File: src/rtl/rlm_pkg.sv
package rlm_pkg;

  typedef enum logic [1:0] {
    MODE_NORMAL = 2'd0,
    MODE_TEST   = 2'd1,
    MODE_TRAIN  = 2'd2
  } rlm_mode_e;

  typedef enum logic [2:0] {
    KW_NONE = 3'd0,
    KW_FS   = 3'd1,
    KW_FE   = 3'd2,
    KW_LS   = 3'd3,
    KW_LE   = 3'd4
  } rlm_kw_e;

  function automatic rlm_mode_e rlm_decode(input logic train_en, input logic bypass);
    if (!bypass)      return MODE_NORMAL;
    else if (train_en) return MODE_TRAIN;
    else              return MODE_TEST;
  endfunction

endpackage

File: src/rtl/rlm_mode_ctrl.sv
module rlm_mode_ctrl
  import rlm_pkg::*;
(
  input  logic      clk,
  input  logic      rst,
  input  logic      cfg_train_en,
  input  logic      cfg_bypass,
  input  logic      frame_valid,
  output rlm_mode_e mode_o
);

  rlm_mode_e mode_q;

  // A new mode is taken only between frames.
  always_ff @(posedge clk) begin
    if (rst)               mode_q <= MODE_NORMAL;
    else if (!frame_valid) mode_q <= rlm_decode(cfg_train_en, cfg_bypass);
  end

  assign mode_o = mode_q;

  AST_MODE_FROZEN: assert property (@(posedge clk) disable iff (rst)
    frame_valid |=> $stable(mode_q));

endmodule

File: src/rtl/rlm_frame_track.sv
module rlm_frame_track
  import rlm_pkg::*;
(
  input  logic    clk,
  input  logic    rst,
  input  logic    frame_valid,
  input  logic    line_valid,
  input  logic    adc_valid,
  output rlm_kw_e kw_sel_o,
  output logic    slot_o,
  output logic    phase_o
);

  logic fv_prev_q, lv_prev_q, phase_q;
  logic fs_hit, fe_hit, ls_hit, le_hit;

  always_ff @(posedge clk) begin
    if (rst) begin
      fv_prev_q <= 1'b0;
      lv_prev_q <= 1'b0;
      phase_q   <= 1'b0;
    end else begin
      fv_prev_q <= frame_valid;
      lv_prev_q <= line_valid;
      phase_q   <= ~phase_q;
    end
  end

  assign fs_hit = frame_valid  & ~fv_prev_q;
  assign fe_hit = ~frame_valid & fv_prev_q;
  assign ls_hit = line_valid   & ~lv_prev_q;
  assign le_hit = ~line_valid  & lv_prev_q;

  // Fixed priority: frame-start, frame-end, line-start, line-end.
  always_comb begin
    if (fs_hit)      kw_sel_o = KW_FS;
    else if (fe_hit) kw_sel_o = KW_FE;
    else if (ls_hit) kw_sel_o = KW_LS;
    else if (le_hit) kw_sel_o = KW_LE;
    else             kw_sel_o = KW_NONE;
  end

  assign slot_o  = frame_valid & line_valid & adc_valid;
  assign phase_o = phase_q;

endmodule

File: src/rtl/rlm_lane_sel.sv
module rlm_lane_sel
  import rlm_pkg::*;
#(
  parameter int WORD_W = 10
) (
  input  logic              clk,
  input  logic              rst,
  input  rlm_mode_e         mode_i,
  input  logic              slot_i,
  input  logic [WORD_W-1:0] idle_word_i,
  input  logic [WORD_W-1:0] test_word_i,
  input  logic [WORD_W-1:0] adc_word_i,
  output logic [WORD_W-1:0] lane_o
);

  logic [WORD_W-1:0] lane_q;

  always_ff @(posedge clk) begin
    if (rst) begin
      lane_q <= '0;
    end else begin
      unique case (mode_i)
        MODE_TRAIN: lane_q <= idle_word_i;
        MODE_TEST:  lane_q <= slot_i ? test_word_i : idle_word_i;
        default:    lane_q <= slot_i ? adc_word_i  : idle_word_i;
      endcase
    end
  end

  assign lane_o = lane_q;

  AST_TEST_SLOT: assert property (@(posedge clk) disable iff (rst)
    (mode_i == MODE_TEST && slot_i) |=> (lane_o == $past(test_word_i)));

  AST_NORMAL_SLOT: assert property (@(posedge clk) disable iff (rst)
    (mode_i == MODE_NORMAL && slot_i) |=> (lane_o == $past(adc_word_i)));

endmodule

File: src/rtl/rlm_sync_sel.sv
module rlm_sync_sel
  import rlm_pkg::*;
#(
  parameter int WORD_W = 10
) (
  input  logic              clk,
  input  logic              rst,
  input  rlm_mode_e         mode_i,
  input  rlm_kw_e           kw_sel_i,
  input  logic [WORD_W-1:0] idle_word_i,
  input  logic [WORD_W-1:0] kw_fs_i,
  input  logic [WORD_W-1:0] kw_ls_i,
  input  logic [WORD_W-1:0] kw_le_i,
  input  logic [WORD_W-1:0] kw_fe_i,
  output logic [WORD_W-1:0] sync_o
);

  logic [WORD_W-1:0] sync_q;
  logic [WORD_W-1:0] kw_word;

  always_comb begin
    unique case (kw_sel_i)
      KW_FS:   kw_word = kw_fs_i;
      KW_FE:   kw_word = kw_fe_i;
      KW_LS:   kw_word = kw_ls_i;
      KW_LE:   kw_word = kw_le_i;
      default: kw_word = idle_word_i;
    endcase
  end

  always_ff @(posedge clk) begin
    if (rst)                      sync_q <= '0;
    else if (mode_i == MODE_TRAIN) sync_q <= idle_word_i;
    else                          sync_q <= kw_word;
  end

  assign sync_o = sync_q;

endmodule

File: src/rtl/readout_lane_mux.sv
module readout_lane_mux
  import rlm_pkg::*;
#(
  parameter int LANES  = 4,
  parameter int WORD_W = 10
) (
  input  logic                    clk,
  input  logic                    rst,
  input  logic                    cfg_train_en,
  input  logic                    cfg_bypass,
  input  logic [WORD_W-1:0]       idle_a_i,
  input  logic [WORD_W-1:0]       idle_b_i,
  input  logic [WORD_W-1:0]       test_word_i,
  input  logic [WORD_W-1:0]       kw_frame_start_i,
  input  logic [WORD_W-1:0]       kw_line_start_i,
  input  logic [WORD_W-1:0]       kw_line_end_i,
  input  logic [WORD_W-1:0]       kw_frame_end_i,
  input  logic                    frame_valid_i,
  input  logic                    line_valid_i,
  input  logic                    adc_valid_i,
  input  logic [LANES*WORD_W-1:0] adc_data_i,
  output logic [LANES*WORD_W-1:0] lane_data_o,
  output logic [WORD_W-1:0]       sync_word_o
);

  localparam int BUS_W = LANES * WORD_W;

  rlm_mode_e         mode_w;
  rlm_kw_e           kw_sel_w;
  logic              slot_w;
  logic              phase_w;
  logic [WORD_W-1:0] idle_word_w;

  rlm_mode_ctrl u_mode (
    .clk          (clk),
    .rst          (rst),
    .cfg_train_en (cfg_train_en),
    .cfg_bypass   (cfg_bypass),
    .frame_valid  (frame_valid_i),
    .mode_o       (mode_w)
  );

  rlm_frame_track u_track (
    .clk         (clk),
    .rst         (rst),
    .frame_valid (frame_valid_i),
    .line_valid  (line_valid_i),
    .adc_valid   (adc_valid_i),
    .kw_sel_o    (kw_sel_w),
    .slot_o      (slot_w),
    .phase_o     (phase_w)
  );

  assign idle_word_w = phase_w ? idle_b_i : idle_a_i;

  for (genvar g = 0; g < LANES; g++) begin : g_lane
    rlm_lane_sel #(.WORD_W(WORD_W)) u_lane (
      .clk         (clk),
      .rst         (rst),
      .mode_i      (mode_w),
      .slot_i      (slot_w),
      .idle_word_i (idle_word_w),
      .test_word_i (test_word_i),
      .adc_word_i  (adc_data_i[g*WORD_W +: WORD_W]),
      .lane_o      (lane_data_o[g*WORD_W +: WORD_W])
    );
  end

  rlm_sync_sel #(.WORD_W(WORD_W)) u_sync (
    .clk         (clk),
    .rst         (rst),
    .mode_i      (mode_w),
    .kw_sel_i    (kw_sel_w),
    .idle_word_i (idle_word_w),
    .kw_fs_i     (kw_frame_start_i),
    .kw_ls_i     (kw_line_start_i),
    .kw_le_i     (kw_line_end_i),
    .kw_fe_i     (kw_frame_end_i),
    .sync_o      (sync_word_o)
  );

  AST_TRAIN_ALIGN: assert property (@(posedge clk) disable iff (rst)
    (mode_w == MODE_TRAIN) |=> (sync_word_o == lane_data_o[WORD_W-1:0]));

  AST_FS_KEY: assert property (@(posedge clk) disable iff (rst)
    ($rose(frame_valid_i) && mode_w != MODE_TRAIN) |=> (sync_word_o == $past(kw_frame_start_i)));

  AST_GAP_MATCH: assert property (@(posedge clk) disable iff (rst)
    (mode_w != MODE_TRAIN && !slot_w && kw_sel_w == KW_NONE)
      |=> (sync_word_o == lane_data_o[BUS_W-1 -: WORD_W]));

endmodule

File: config.mk
export PLATFORM = sky130hd
export DESIGN_NAME = readout_lane_mux
export DESIGN_NICKNAME = d
export VERILOG_FILES = /design/src/rtl/rlm_pkg.sv /design/src/rtl/rlm_mode_ctrl.sv /design/src/rtl/rlm_frame_track.sv /design/src/rtl/rlm_lane_sel.sv /design/src/rtl/rlm_sync_sel.sv /design/src/rtl/readout_lane_mux.sv
export SDC_FILE = /design/constraint.sdc
export NUM_CORES = 1
export LEC_CHECK = 0
export BUFFER_PORTS_ARGS = -buffer_cell sky130_fd_sc_hd__buf_4
export CORE_ASPECT_RATIO = 2
export CORE_MARGIN = 2
export CORE_UTILIZATION = 35
export DETAILED_ROUTE_END_ITERATION = 6
export PLACE_DENSITY = 0.69
export SETUP_SLACK_MARGIN = 0.2
export SLEW_MARGIN = 15
export SYNTH_ARGS = -nofsm -noshare
export SYNTH_HDL_FRONTEND = slang
export SYNTH_HIERARCHICAL = 1
export SYNTH_SLANG_ARGS = --single-unit
File: constraint.sdc
create_clock -name clk -period 1.6 [get_ports clk]
set_input_delay 0.32 -clock clk [delete_from_list [all_inputs] [get_ports clk]]
set_output_delay 0.32 -clock clk [all_outputs]
set_load 0.01 [all_outputs]
# Yosys cells after proc, flatten, opt, wreduce, memory -nomap -nowiden

Index checks and enable logic that the tools add are counted.

Flip-flop bits (word level): 55
Bits of input ports: 117
Output and inout port bits: 50
Logic and storage cells: 44

Equality and inequality tests: 6
Multiplexer cells: 18
Bitwise gates (word level): 11

Operators with widths:

| cell               | count |
|---|---|
| $pmux 10 s2        | 4 |
| $mux 10            | 7 |
| $pmux 10 s4        | 1 |
| $mux 3             | 4 |
| $and 1x1->1        | 6 |
| $eq 3x2->1 const B | 2 |
| $not 1->1          | 5 |
| $mux 2             | 2 |
| $eq 3x1->1 const B | 1 |
| $eq 3x3->1 const B | 1 |
| $eq 2x1->1 const B | 1 |
| $eq 2x2->1 const B | 1 |

# Logic depth before layout (Yosys ltp)

Depth after elaboration: 9
Depth in mapped cells: 6
Mapped depth without buffers: 5

# By module

The synthesis kept the hierarchy.

Modules (own cells, without submodules):

| module                              | instances | cells each | area an instance (um^2) | seq. area each (um^2) |
|---|---|---|---|---|
| rlm_lane_sel (g_lane[2].u_lane ...) | 2         | 62         | 767.0                   | 200.2 |
| rlm_lane_sel (g_lane[0].u_lane ...) | 2         | 62         | 738.2                   | 200.2 |
| rlm_sync_sel                        | 1         | 76         | 752.0                   | 200.2 |
| readout_lane_mux                    | 1         | 11         | 161.4                   | 0.0 |
| rlm_frame_track                     | 1         | 14         | 141.4                   | 60.1 |
| rlm_mode_ctrl                       | 1         | 8          | 73.8                    | 40.0 |

# Worst setup path before layout

No wires, ideal clock.

Kind: register to register
Start: reg u_track.fv_prev_q
End: reg u_sync.sync_q[0], in the netlist u_sync/sync_o[0]
Setup time: 89 ps
Arrival time: 1644 ps
Required time: 1511 ps
Setup slack: -133 ps
Cell stages (with the launch flop): 6
Buffers on the path: 0
Clock period less this slack: 1733 ps
Path through: dfxtp_1 -> xor2_1 -> nor3b_1 -> nor3b_2 -> a32oi_1 -> a311oi_2

Longest elaborated chain between the ends: 6
Elaborated cells on any way between the ends: 11
Those cells by class: eq/ne: 4; mux: 4; bitwise: 3

RTL lines:

| element                                         | RTL line                                     | source |
|---|---|---|
| from (decl)                                     | rlm_frame_track.sv:14                        | `logic fv_prev_q, lv_prev_q, phase_q;` |
| from (signal assigned)                          | rlm_frame_track.sv:23                        | `fv_prev_q <= frame_valid;` |
| $and 1x1->1 / $not 1->1 (equally long branches) | rlm_frame_track.sv:30, rlm_frame_track.sv:29 |  |
| $mux 3 / $and 1x1->1 (equally long branches)    | rlm_frame_track.sv:37, rlm_frame_track.sv:29 |  |
| $mux 3 (*)                                      | rlm_frame_track.sv:36                        | `if (fs_hit) kw_sel_o = KW_FS;` |
| named net kw_sel_w[2]                           | readout_lane_mux.sv:29                       | `rlm_kw_e kw_sel_w;` |
| $eq 3x3->1 (tied with other cells)              | rlm_sync_sel.sv:22                           | `unique case (kw_sel_i)` |
| $pmux 10 s4 (*)                                 | rlm_sync_sel.sv:22                           |  |
| $mux 10 (*)                                     | rlm_sync_sel.sv:33                           | `else if (mode_i == MODE_TRAIN) sync_q <= idle_word_i;` |
| to (signal assigned)                            | rlm_sync_sel.sv:33                           |  |
| to (signal assigned)                            | rlm_sync_sel.sv:34                           | `else sync_q <= kw_word;` |
| to (decl)                                       | rlm_sync_sel.sv:18                           | `logic [WORD_W-1:0] sync_q;` |

The timed path passes the listed nets; every way through them passes the cells marked *.
A chain may end at the register's enable or synchronous reset.

# Worst setup path in the final report

Start: reg u_track.lv_prev_q
End: reg u_sync.sync_q[1], in the netlist u_sync/sync_o[1]

Longest elaborated chain between the ends: 8
Elaborated cells on any way between the ends: 13
Those cells by class: eq/ne: 4; mux: 6; bitwise: 3

RTL lines:

| element                            | RTL line               | source |
|---|---|---|
| from (decl)                        | rlm_frame_track.sv:14  |  |
| from (signal assigned)             | rlm_frame_track.sv:24  | `lv_prev_q <= line_valid;` |
| $not 1->1 (*)                      | rlm_frame_track.sv:31  | `assign ls_hit = line_valid & ~lv_prev_q;` |
| $and 1x1->1 (*)                    | rlm_frame_track.sv:31  |  |
| $mux 3 (*)                         | rlm_frame_track.sv:38  | `else if (ls_hit) kw_sel_o = KW_LS;` |
| $mux 3 (*)                         | rlm_frame_track.sv:37  | `else if (fe_hit) kw_sel_o = KW_FE;` |
| $mux 3 (*)                         | rlm_frame_track.sv:36  |  |
| named net kw_sel_w[1]              | readout_lane_mux.sv:29 |  |
| $eq 3x3->1 (tied with other cells) | rlm_sync_sel.sv:22     |  |
| $pmux 10 s4 (*)                    | rlm_sync_sel.sv:22     |  |
| $mux 10 (*)                        | rlm_sync_sel.sv:33     |  |

Marked as above.

==> out/qor.txt <==
Root Driver: clkbuf_16
Die ar.: 0.01276 mm²
Final setup fails: 18
Slowest-stage cell, CP: or3_4
IO Port Bufs: 166
Failing checks: setup timing
First-pass GRT wire length: 22620 µm
Worst vdd ir: 0.4522 mV
Starting density of the core: 35.59%
Post-synthesis sequential area ratio: 26.60%
Vias per Instance: 5.713
Initial antenna violation count: 0
Library cells used by synthesis: 37
Synth Area in Simple Gates: 4.534%
Gr usage total: 23.50%
DR iter-0 viols: 202
Final WS setup: -160.0 ps
Unrepaired setup endpoints after global routing: true
GP Congestion: 0.8318
Final Max Slew Viols: 0
Pre-CTS setup slack: -340.9 ps
CP max FO: 6
CTS Sinks: 55
CTS buffer count: 5
Synth Instances: 357
HPWL after DPL: 10940 µm
Total Power: 4.694 mW
Pwr Density: 683.0 mW/mm²
Reg clk slew, reported paths: 70 ps
Min cycle time layout: 1760 ps
Routed WL per cell: 21.74 µm
Vias in the first global route: 4192
Yosys warns: 6
Fin Setup TNS: -1471 ps
Grt ovf: 0
CTS tree: done
Status: finished, violations left
Detailed-route wire length: 15740 µm
Tightest Pin Transition: 366.7 ps
Synth-to-layout area growth: 66.05%
Leak: 2.918 nW
Compound-Gate Fraction of Synth Area: 29.96%
Antenna Nets Post-Route: 0
Endpoint type of the worst setup path: flop
Vias: 4136
Worst EP required: 1820 ps
Adder-cell share of the synthesized area: 2.963%
Critical Path, Cell by Cell: nor2b_4 -> maj3_2 -> buf_4 -> or3_4 -> o2111a_1 -> a211oi_2
Flops & latches, synth: 55
Depth of the worst register-to-register path: 6
Worst EP arrival: 1980 ps
Relative slew slack: 75.55%
Fmax: 568.2 MHz
Fin util: 59.09%
Setup crit start kind: flop
Worst hold stages: 3
Core Region: 0.01163 mm²
# DRC: 0
Pre-antenna DRT Iters: 4
Layout Skew: 7.237 ps
Slowest cell delay on critical path: 450 ps
Non-Filler Instances: 724
Dpl cells: 694
Layout cells sized above 1: 71.33%
Post-synthesis mux area share: 28.33%
Max Cap Viol: 0
Largest family of logic cells by synthesized area: compound AO/OA/AOI/OAI gates
Die width: 80.90 µm
Final hold slack: 297.0 ps
CTS H-Tree Depth: 2
Post-synthesis xor/xnor area fraction: 0.2116%
Syn avg cell area: 11.59 µm²
Final hold viol count: 0
Finished Cell Area: 0.006873 mm²
Worst-Skew Late Latency: 300 ps
Final period util: 110.0%
WS Path Type: reg2reg
Largest net degree at the start of global routing: 25
Worst min-delay path category: in2reg
Row count: 56
Final layout net count: 703
Cell area after placement: 0.006030 mm²
Maximum clock insertion buffer count: 2
Ant diodes: 0
Die H: 157.8 µm
Number of I/O pins: 167
Post-Syn Area: 0.004139 mm²
Mapped Nets: 482
## synth_stat cells, drive strengths merged
library cell	n	area (µm²)
o21ai	5	25.02
nand3b	1	7.510
dfxtp	55	1101
nand2b	2	12.51
o2111a	1	11.26
a211oi	37	357.8
nor2b	3	26.27
a311oi	9	135.1
mux2i	41	410.4
nand2	11	41.29
mux2	55	762.0
ha	8	100.1
inv	10	37.54
and3	2	13.77
or3b	1	8.760
or3	1	11.26
nor3b	2	20.02
nor2	3	11.26
a221oi	40	525.5
buf	30	242.7
and2b	4	35.03
a32oi	10	87.58
xor2	1	8.760
a31oi	14	87.58
maj3	2	22.52
clkbuf	7	26.28
a21oi	2	10.01
## cells by family (layout without fill, tap and decap cells)
group | count (synthesis) | in the layout
AND/OR/NAND/NOR | 30 | 32
multiplexers | 96 | 98
buffers and inverters | 47 | 265
XOR/XNOR | 1 | 1
adder cells (fa/ha/maj) | 10 | 10
AO/OA/AOI/OAI | 118 | 118
flip-flops | 55 | 55
## report_power, final
part	internal (mW)	switching (mW)	total, mW
registers	1.51	0.0557	1.56
clock network	0.629	0.525	1.15
logic	1.07	0.909	1.98
total	3.21	1.49	4.69
## registers in the layout (all words and copies together), names as in the netlist
| register | cells |
|---|---|
| g_lane.u_lane/lane_o | 40 |
| u_mode/mode_o | 2 |
| u_sync/sync_o | 10 |
| u_track/fv_prev_q | 1 |
| u_track/lv_prev_q | 1 |
| u_track/phase_o | 1 |
## area by class of cell
type                    count  area, µm²
flip-flops and latches     55       1117
repair buffers            247       2173
fillers                   992       4758
multi-input cells         259       3212
clock inverters             1      8.758
well taps                 145      181.4
clock buffers               7      142.6
inverters                  10      37.54
## path summary, 6_finish.rpt
kind / slack [ps] / startpoint / endpoint
max: -160 / u_track/lv_prev_q / u_sync/sync_o[1]
min reg2reg: 580 / u_mode/mode_o[1] / u_mode/mode_o[1]
min: 300 / cfg_train_en / u_mode/mode_o[0]
max reg2reg: -160 / u_track/lv_prev_q / u_sync/sync_o[1]
## worst max-delay path, delay by kind of cell (launching register included)
kind / cells / cell delay, ps
AOI/OAI and AO/OA: 2 / 340
adders and majority gates: 1 / 350
buffers and inverters: 1 / 150
DFF: 1 / 360
and+or+nand+nor: 2 / 490
## cell usage in the layout, fill, tap and decap left out, types with 10 or more instances in the layout
master / Yosys / layout
dfxtp_1: 55 / 50
a221oi_4: 0 / 15
mux2_2: 17 / 10
mux2i_1: 41 / 40
buf_12: 4 / 16
mux2_4: 38 / 47
a32oi_1: 10 / 10
a221oi_2: 28 / 23
buf_4: 1 / 219
a211oi_2: 16 / 21
nand2_1: 11 / 11
a211oi_1: 21 / 16
## timing repair
item	4_1_cts	5_1_grt
setup buffers	6	8
pin swaps	19	19
resized for setup	37	35
gates cloned	6	2
hold buffers	0	0
endpoints found under the setup margin	50	50
## metal layers
| metal | GRT usage [%] | up-vias | share of wire (%) |
|---|---|---|---|
| met3 | 2.509 | 47 | 4.3 |
| met5 | 0 | - | 0 |
| met1 | 24.65 | 2016 | 35 |
| met4 | 12.35 | 0 | 5.1 |
| met2 | 44.27 | 170 | 55 |
| li1 | - | 1903 | - |
No activity file was read; power rests on OpenSTA's default activity.
